`config.mk`:
```
export PLATFORM = sky130hd
export DESIGN_NAME = uc_regif
export DESIGN_NICKNAME = d
export VERILOG_FILES = /design/src/rtl/uc_regif_pkg.sv /design/src/rtl/uc_bus_ctrl.sv /design/src/rtl/uc_reg_datapath.sv /design/src/rtl/uc_regif.sv
export SDC_FILE = /design/constraint.sdc
export NUM_CORES = 1
export LEC_CHECK = 0
export BUFFER_PORTS_ARGS = -buffer_cell sky130_fd_sc_hd__buf_2
export CAP_MARGIN = 10
export CELL_PAD_IN_SITES_DETAIL_PLACEMENT = 0
export CELL_PAD_IN_SITES_GLOBAL_PLACEMENT = 1
export CORE_ASPECT_RATIO = 1.5
export CORE_UTILIZATION = 39
export DETAILED_ROUTE_END_ITERATION = 16
export HOLD_SLACK_MARGIN = 0.15
export PLACE_DENSITY = 0.88
export SLEW_MARGIN = 20
export SYNTH_ARGS = -nofsm -noshare
export SYNTH_HDL_FRONTEND = slang
export SYNTH_SLANG_ARGS = --single-unit
```
`constraint.sdc`:
```
create_clock -name clk -period 2.1 [get_ports clk]
set_clock_uncertainty 0.1 [all_clocks]
set_input_delay 0.105 -clock clk [delete_from_list [all_inputs] [get_ports clk]]
set_output_delay 0.105 -clock clk [all_outputs]
set_load 0.01 [all_outputs]
```
`src/rtl/uc_regif_pkg.sv`:
```
package uc_regif_pkg;

  localparam int SEL_W = 2;

  typedef enum logic [SEL_W-1:0] {
    SEL_CTRL = 2'd0,
    SEL_STAT = 2'd1,
    SEL_DIN  = 2'd2,
    SEL_DOUT = 2'd3
  } regSel_e;

  // control register bit positions
  localparam int CTRL_EN_BIT = 7;
  localparam int CTRL_IE_BIT = 6;
  localparam int CTRL_GO_BIT = 5;

  // status register bit positions
  localparam int ST_ERR_BIT  = 7;
  localparam int ST_NEED_BIT = 6;
  localparam int ST_RDY_BIT  = 5;
  localparam int ST_BUSY_BIT = 4;
  localparam int ST_INT_BIT  = 3;

  // number of sticky event flags (ready, need, error) starting at ST_RDY_BIT
  localparam int NUM_FLAGS = 3;

  typedef struct packed {
    logic    wrCtrl;
    logic    wrStat;
    logic    wrDin;
    logic    rdEn;
    regSel_e sel;
  } regStrobe_t;

endpackage

```
`src/rtl/uc_bus_ctrl.sv`:
```
module uc_bus_ctrl
  import uc_regif_pkg::*;
#(
  parameter int ADDR_W      = 8,
  parameter int SYNC_STAGES = 2,
  parameter logic [ADDR_W-SEL_W-1:0] BASE_ADDR = '0
) (
  input  logic              clk,
  input  logic              rstN,
  input  logic [ADDR_W-1:0] busAddr,
  input  logic              busWrN,
  input  logic              busRdN,
  input  logic              busPsenN,
  output regStrobe_t        strb
);

  logic [SYNC_STAGES:0] wrTap;
  logic [SYNC_STAGES:0] rdTap;
  logic                 wrLast;
  logic                 wrCommit;
  logic                 rdActive;
  logic                 addrHit;
  regSel_e              selCode;

  assign wrTap[0] = ~busWrN;
  assign rdTap[0] = ~busRdN;

  // synchroniser chains for both strobes
  for (genvar i = 1; i <= SYNC_STAGES; i++) begin : g_sync
    always_ff @(posedge clk or negedge rstN) begin
      if (!rstN) begin
        wrTap[i] <= 1'b0;
        rdTap[i] <= 1'b0;
      end else begin
        wrTap[i] <= wrTap[i-1];
        rdTap[i] <= rdTap[i-1];
      end
    end
  end

  always_ff @(posedge clk or negedge rstN) begin
    if (!rstN) wrLast <= 1'b0;
    else       wrLast <= wrTap[SYNC_STAGES];
  end

  // one commit per strobe: rising edge of the synchronised write
  assign wrCommit = wrTap[SYNC_STAGES] & ~wrLast;
  assign rdActive = rdTap[SYNC_STAGES];
  assign addrHit  = busPsenN && (busAddr[ADDR_W-1:SEL_W] == BASE_ADDR);
  assign selCode  = regSel_e'(busAddr[SEL_W-1:0]);

  always_comb begin
    strb.sel    = selCode;
    strb.wrCtrl = wrCommit && addrHit && (selCode == SEL_CTRL);
    strb.wrStat = wrCommit && addrHit && (selCode == SEL_STAT);
    strb.wrDin  = wrCommit && addrHit && (selCode == SEL_DIN);
    strb.rdEn   = rdActive && addrHit;
  end

endmodule

```
`src/rtl/uc_reg_datapath.sv`:
```
module uc_reg_datapath
  import uc_regif_pkg::*;
#(
  parameter int DATA_W = 8
) (
  input  logic              clk,
  input  logic              rstN,
  input  regStrobe_t        strb,
  input  logic [DATA_W-1:0] wrData,
  input  logic              appError,
  input  logic              appNeedData,
  input  logic              appOutValid,
  input  logic              appBusy,
  input  logic [DATA_W-1:0] appWordOut,
  output logic [DATA_W-1:0] rdData,
  output logic              appRstN,
  output logic              appStart,
  output logic [DATA_W-1:0] appWord,
  output logic              appWordWr,
  output logic              intN
);

  logic                 ctrlEn, ctrlIe, ctrlGo;
  logic [NUM_FLAGS-1:0] flagQ;
  logic [NUM_FLAGS-1:0] flagSet;
  logic                 intPend;
  logic [DATA_W-1:0]    dinQ;
  logic [DATA_W-1:0]    doutQ;
  logic [DATA_W-1:0]    ctrlView;
  logic [DATA_W-1:0]    statView;

  // index 0 ready, 1 need, 2 error (status bits 5..7)
  assign flagSet = {appError, appNeedData, appOutValid};

  always_ff @(posedge clk or negedge rstN) begin
    if (!rstN) begin
      ctrlEn <= 1'b0;
      ctrlIe <= 1'b0;
      ctrlGo <= 1'b0;
    end else if (strb.wrCtrl) begin
      ctrlEn <= wrData[CTRL_EN_BIT];
      ctrlIe <= wrData[CTRL_IE_BIT];
      ctrlGo <= wrData[CTRL_GO_BIT];
    end
  end

  // sticky flags: write zero clears, a new event wins over the clear
  for (genvar g = 0; g < NUM_FLAGS; g++) begin : g_flag
    always_ff @(posedge clk or negedge rstN) begin
      if (!rstN) flagQ[g] <= 1'b0;
      else       flagQ[g] <= (flagQ[g] & ~(strb.wrStat & ~wrData[ST_RDY_BIT+g]))
                             | flagSet[g];
    end
  end

  always_ff @(posedge clk or negedge rstN) begin
    if (!rstN) intPend <= 1'b0;
    else       intPend <= (intPend & ~(strb.wrStat & ~wrData[ST_INT_BIT]))
                          | (ctrlIe & (|flagSet));
  end

  always_ff @(posedge clk or negedge rstN) begin
    if (!rstN) begin
      dinQ      <= '0;
      appWordWr <= 1'b0;
    end else begin
      appWordWr <= strb.wrDin;
      if (strb.wrDin) dinQ <= wrData;
    end
  end

  always_ff @(posedge clk or negedge rstN) begin
    if (!rstN)            doutQ <= '0;
    else if (appOutValid) doutQ <= appWordOut;
  end

  always_comb begin
    ctrlView              = '0;
    ctrlView[CTRL_EN_BIT] = ctrlEn;
    ctrlView[CTRL_IE_BIT] = ctrlIe;
    ctrlView[CTRL_GO_BIT] = ctrlGo;
    statView              = '0;
    statView[ST_RDY_BIT+NUM_FLAGS-1:ST_RDY_BIT] = flagQ;
    statView[ST_BUSY_BIT] = appBusy;
    statView[ST_INT_BIT]  = intPend;
  end

  always_comb begin
    rdData = '0;
    if (strb.rdEn) begin
      unique case (strb.sel)
        SEL_CTRL: rdData = ctrlView;
        SEL_STAT: rdData = statView;
        SEL_DIN:  rdData = dinQ;
        SEL_DOUT: rdData = doutQ;
      endcase
    end
  end

  assign appRstN  = ctrlEn;
  assign appStart = ctrlGo;
  assign appWord  = dinQ;
  assign intN     = ~intPend;

endmodule

```
`src/rtl/uc_regif.sv`:
```
module uc_regif
  import uc_regif_pkg::*;
#(
  parameter int ADDR_W      = 8,
  parameter int DATA_W      = 8,
  parameter int SYNC_STAGES = 2,
  parameter logic [ADDR_W-SEL_W-1:0] BASE_ADDR = 6'h2A
) (
  input  logic              clk,
  input  logic              rstN,
  input  logic [ADDR_W-1:0] busAddr,
  input  logic [DATA_W-1:0] busDataIn,
  input  logic              busWrN,
  input  logic              busRdN,
  input  logic              busPsenN,
  output logic [DATA_W-1:0] rdData,
  output logic              intN,
  output logic              appRstN,
  output logic              appStart,
  output logic [DATA_W-1:0] appWord,
  output logic              appWordWr,
  input  logic [DATA_W-1:0] appWordOut,
  input  logic              appOutValid,
  input  logic              appNeedData,
  input  logic              appError,
  input  logic              appBusy
);

  regStrobe_t strb;

  uc_bus_ctrl #(
    .ADDR_W      (ADDR_W),
    .SYNC_STAGES (SYNC_STAGES),
    .BASE_ADDR   (BASE_ADDR)
  ) u_ctrl (
    .clk      (clk),
    .rstN     (rstN),
    .busAddr  (busAddr),
    .busWrN   (busWrN),
    .busRdN   (busRdN),
    .busPsenN (busPsenN),
    .strb     (strb)
  );

  uc_reg_datapath #(
    .DATA_W (DATA_W)
  ) u_dp (
    .clk         (clk),
    .rstN        (rstN),
    .strb        (strb),
    .wrData      (busDataIn),
    .appError    (appError),
    .appNeedData (appNeedData),
    .appOutValid (appOutValid),
    .appBusy     (appBusy),
    .appWordOut  (appWordOut),
    .rdData      (rdData),
    .appRstN     (appRstN),
    .appStart    (appStart),
    .appWord     (appWord),
    .appWordWr   (appWordWr),
    .intN        (intN)
  );

endmodule

```
# Word level (Yosys, flattened, before mapping)
# Cells that the tools add are included.
# totals
output_inout_bits,20
inputBits,33
ff_bits,29
elab_cells,55
# op_classes
reduce_logical,8
n_bitwise,26
n_mux,2
n_eq_ne,4
# ops
operator,n
$pmux W8 S4,1
$not A1 Y1,12
$and A1 B1 Y1,10
$mux W8,1
$eq A6 B6 Y1 const B,1
$logic_and A1 B1 Y1,6
$eq A2 B2 Y1 const B,2
$or A1 B1 Y1,4
$reduce_or A3 Y1,1
$eq A2 B1 Y1 const B,1
$logic_not A2 Y1,1

# Logic depth before layout (Yosys ltp)
# depth
word_depth,8
mapped_depth,4
mapped_depth_nobuf,3

# Modules after synthesis
# A second synthesis with hierarchy kept.
# hier_totals
hier_cells,97
area_unflattened_um2,1311.3
# modules_own_cells
mod,area_each_um2,instances,cells_each
uc_reg_datapath,1091.0,1,77
uc_bus_ctrl,220.2,1,20

# Least setup slack after synthesis
# Ideal clock, no wire load.
# synth_path
path_type,reg-to-reg
startpoint,reg u_ctrl.wrLast
endpoint,reg u_dp.dinQ[0] (netlist: u_dp.appWord[0])
period_less_slack_ns,1.285
arrival_time_ns,1.061
setup_slack_ns,0.815
stages_incl_launch_ff,4
setup_ns,0.125
path_cell_list,dfrtp_1 -> nor2b_1 -> nand4_4 -> mux2_2
# synth_via
elab_chain_len,4
# synth_lines
item,line,rtl
from (decl),uc_bus_ctrl.sv:19,logic wrLast;
from (signal assigned),uc_bus_ctrl.sv:43,else wrLast <= wrTap[SYNC_STAGES];
$not A1 Y1,uc_bus_ctrl.sv:47,assign wrCommit = wrTap[SYNC_STAGES] & ~wrLast;
$and A1 B1 Y1,uc_bus_ctrl.sv:47,
$logic_and A1 B1 Y1 (2 in series),uc_bus_ctrl.sv:56,strb.wrDin = wrCommit && addrHit && (selCode == SEL_DIN);
to (signal assigned),uc_reg_datapath.sv:68,if (strb.wrDin) dinQ <= wrData;
to (decl),uc_reg_datapath.sv:27,logic [DATA_W-1:0] dinQ;
# No other way between the ends.
# A chain may end at the register's enable or synchronous reset.

# Worst setup path after layout
# layout_path
startpoint,in busAddr[2]
endpoint,out rdData[0]
# layout_via
elab_chain_len,4
# layout_lines
item,line,rtl
from (decl),uc_regif.sv:11,"input logic [ADDR_W-1:0] busAddr,"
$eq A6 B6 Y1,uc_bus_ctrl.sv:49,assign addrHit = busPsenN && (busAddr[ADDR_W-1:SEL_W] == BASE_ADDR);
$logic_and A1 B1 Y1,uc_bus_ctrl.sv:49,
$logic_and A1 B1 Y1,uc_bus_ctrl.sv:57,strb.rdEn = rdActive && addrHit;
$mux W8,uc_reg_datapath.sv:90,if (strb.rdEn) begin
to (decl),uc_regif.sv:16,"output logic [DATA_W-1:0] rdData,"
# No other way between the ends.

==> results.ini <==
[drt]
finalWirelength_mm = 2.993
wl_per_cell_um = 13.92
drtAntennaViolNets = 0
drt_iter0_markers = 20
route.vias.total = 1047
vias_per_cell = 4.870
first_pass_iters = 4
drcViolationCount = 0

[clock_network]
clock-sinks = 29
cts_root_buf = clkbuf_8
cts_tree = yes
clk_path_buf_depth = 2
cts.clk_slew.worst_paths_ns = 0.06
h-tree-depth = 2
clkLatencyLatePin_ns = 0.28
cts_made_buffers = 5

[place]
post-dp-hpwl_mm = 2.095
place.gp.congestion = 0.7530
post-place-ws_ns = 0.5425
port_buffers = 52
placedCellCount = 185

[power_and_ir_drop]
max-vdd-ir-drop_mv = 0.5339
cellLeakagePower_nw = 0.9652
pwr-share-comb_pct = 13.3
p_per_area_mw_per_mm2 = 628.6
fin_total_pwr_mw = 1.209
switching_share_pct = 22.03
p_int_mw = 0.9425
p_clk_share_pct = 36.8
p_seq_share_pct = 49.8
p_switching_mw = 0.2663

[worst_setup_path]
worstSetupStartpointType = input port
crit_buf_inv = 3
crit_path_top_delay_cell = dlygate4sd3_1
r2r_setup_slack_ns = 0.62
cp.arrival_ns = 1.75
ff2ff_path_depth = 3
path_cells = dlygate4sd3_1, buf_2, nor3b_4, nand3_2, nor3b_1, buf_2
crit_required_ns = 1.89
cp_top_family = buffers and inverters
path_class = in2out
cpPeakStageDelay_ns = 0.53
critPathMaxFanout = 8
rr_endpoint = u_dp.appRstN$_DFFE_PN0P_
rr_startpoint = u_ctrl.wrTap[2]$_DFF_PN0_
endpoint_kind = primary output
crit_top_cell = buf_2

[finish]
stdcell_count = 215
fill_cells = 268
regArea_sq_um = 725.7
layout-drive-gt1-share_pct = 49.14
area_delta_synth_final_pct = 47.22
final_common_cell = buf_2
final_util_pct = 60.87
nets = 208
multi_input_area_sq_um = 555.5
mostFrequentLayoutCells = buf_2 (52), dfrtp_1 (29), dlygate4sd3_1 (23)
antennaDiodeCount = 0

[sta]
max_freq_ghz = 0.5126
slew_violations = 0
period_needed_ns = 1.951
period_share_pct = 92.89
tightest_slew_ns = 0.6198
rsz0062_at_grt = no
setup_slack_ns = 0.1493
hold_viol = 0
setup_viol = 0
maxSlewHeadroom_pct = 58.68
setup_tns_ns = 0

[synthesis]
ys_warn_count = 0
yosysTopAreaCell = dfrtp_1
syn_area_per_cell_sq_um = 13.61
ys_async_sr_fraction_pct = 100.0
synth_top_area_share_pct = 55.56
synth-edff-count = 0
syn_nets = 129
ys_seq_elements = 29
ys_seq_area_share_pct = 55.56
synthFlopType = dfrtp_1
synth_area_sq_mm = 0.001306
ys_types = 18
synth_area_leaders = dfrtp_1 (56%), mux2_2 (18%), mux4_2 (5.2%)
synthCells = 96

[global_routing]
grt_pass1_vias = 1186
overflow = 0
grt_first_pass_wirelength_mm = 5.043
antenna_found_initial = 0
grt_max_degree = 30
track_usage_pct = 19.56

[die]
pin_count = 53
fp.dieW_um = 49.26
core_sq_mm = 0.003159
std_cell_rows = 25
die_area_sq_mm = 0.003590
die_h_um = 72.88
start_util_pct = 41.35

[hold_path]
hold_depth = 4
min_to = u_dp.appWordWr$_DFF_PN0_
hp-start = busAddr[4]
hold_class = in2reg

[run]
maxCapViolations = 0

[outcome]
outcome = complete, no violations

[worst min-delay path: cells and delay by family]
kind          cells  cell delay [ns]
simple gates      2             0.22
buf+inv           2             0.16
[cell type report]
type | instances | area share, %
well taps | 40 | 2.602
inverters | 4 | 0.7807
multi-input cells | 60 | 28.89
clock buffers | 7 | 4.489
flip-flops and latches | 29 | 37.74
repair buffers | 75 | 25.50
[cells by family after synthesis]
kind of cell           Yosys count  share of synthesized area, %
AO/OA/AOI/OAI                    7                         3.352
buffers and inverters            7                         2.298
flip-flops                      29                         55.56
multiplexers                    27                         25.57
AND/OR/NAND/NOR                 26                         13.22
[metal layers]
metal | GRT usage (%) | wire length [um] | up-vias
met5 | 0 | 0 | -
met4 | 11.76 | 74 | 0
met3 | 5.625 | 184 | 9
met2 | 36.07 | 1633 | 38
met1 | 18.90 | 1102 | 504
li1 | - | - | 496
[metrics by stage]
step	hold WS [ns]	area, sq um
after floorplan	-0.2906	1306
after global placement	0.04972	1602
after detailed placement	0.06232	1602
after CTS	0.1543	1918
after global routing	0.1873	1923
final	0.1556	1923
[power groups by stage]
stage          clock [mW]  combinational, mW  sequential (mW)
4_1_cts             0.464              0.163            0.602
3_5_place_dp            0              0.130            0.612
6_report            0.445              0.161            0.602
3_3_place_gp            0              0.126            0.611
2_1_floorplan           0             0.0694            0.609
5_1_grt             0.492              0.178            0.605
[cells in the mapped netlist, types with 2 or more instances]
cell,instances
mux4_2,3
nor2b_1,6
a22oi_1,2
mux2_2,21
nor2_1,11
dfrtp_1,29
a21oi_1,4
mux2i_1,3
inv_1,4
nor3b_1,3
buf_2,3
[registers in the layout (all words and copies together) (netlist names)]
name	count
u_ctrl.rdActive	1
u_dp.appWord	8
u_dp.flagQ	3
u_ctrl.wrLast	1
u_dp.appWordWr	1
u_dp.appStart	1
u_dp.intPend	1
u_ctrl.wrTap	2
u_dp.doutQ	8
u_dp.ctrlIe	1
u_ctrl.rdTap	1
u_dp.appRstN	1
[worst max-delay path by stage]
stage	from	to	slack, ns	cells after the start
CTS	busAddr[2]	rdData[0]	0.01	6
finish	busAddr[2]	rdData[0]	0.15	6
global route	busAddr[2]	rdData[0]	0.02	6
floorplan	u_ctrl.wrLast$_DFF_PN0_	u_dp.appWord[0]$_DFFE_PN0P_	0.81	3
detailed placement	busAddr[6]	rdData[0]	0.54	5
global placement	busAddr[6]	rdData[0]	0.59	5
[timing repair]
action	CTS	global route
setup buffers	0	0
hold buffers	23	0
resized for setup	0	1
setup endpoints to repair	0	2
hold endpoints to repair	55	0
Note: power is estimated with default switching activity, not from simulation.
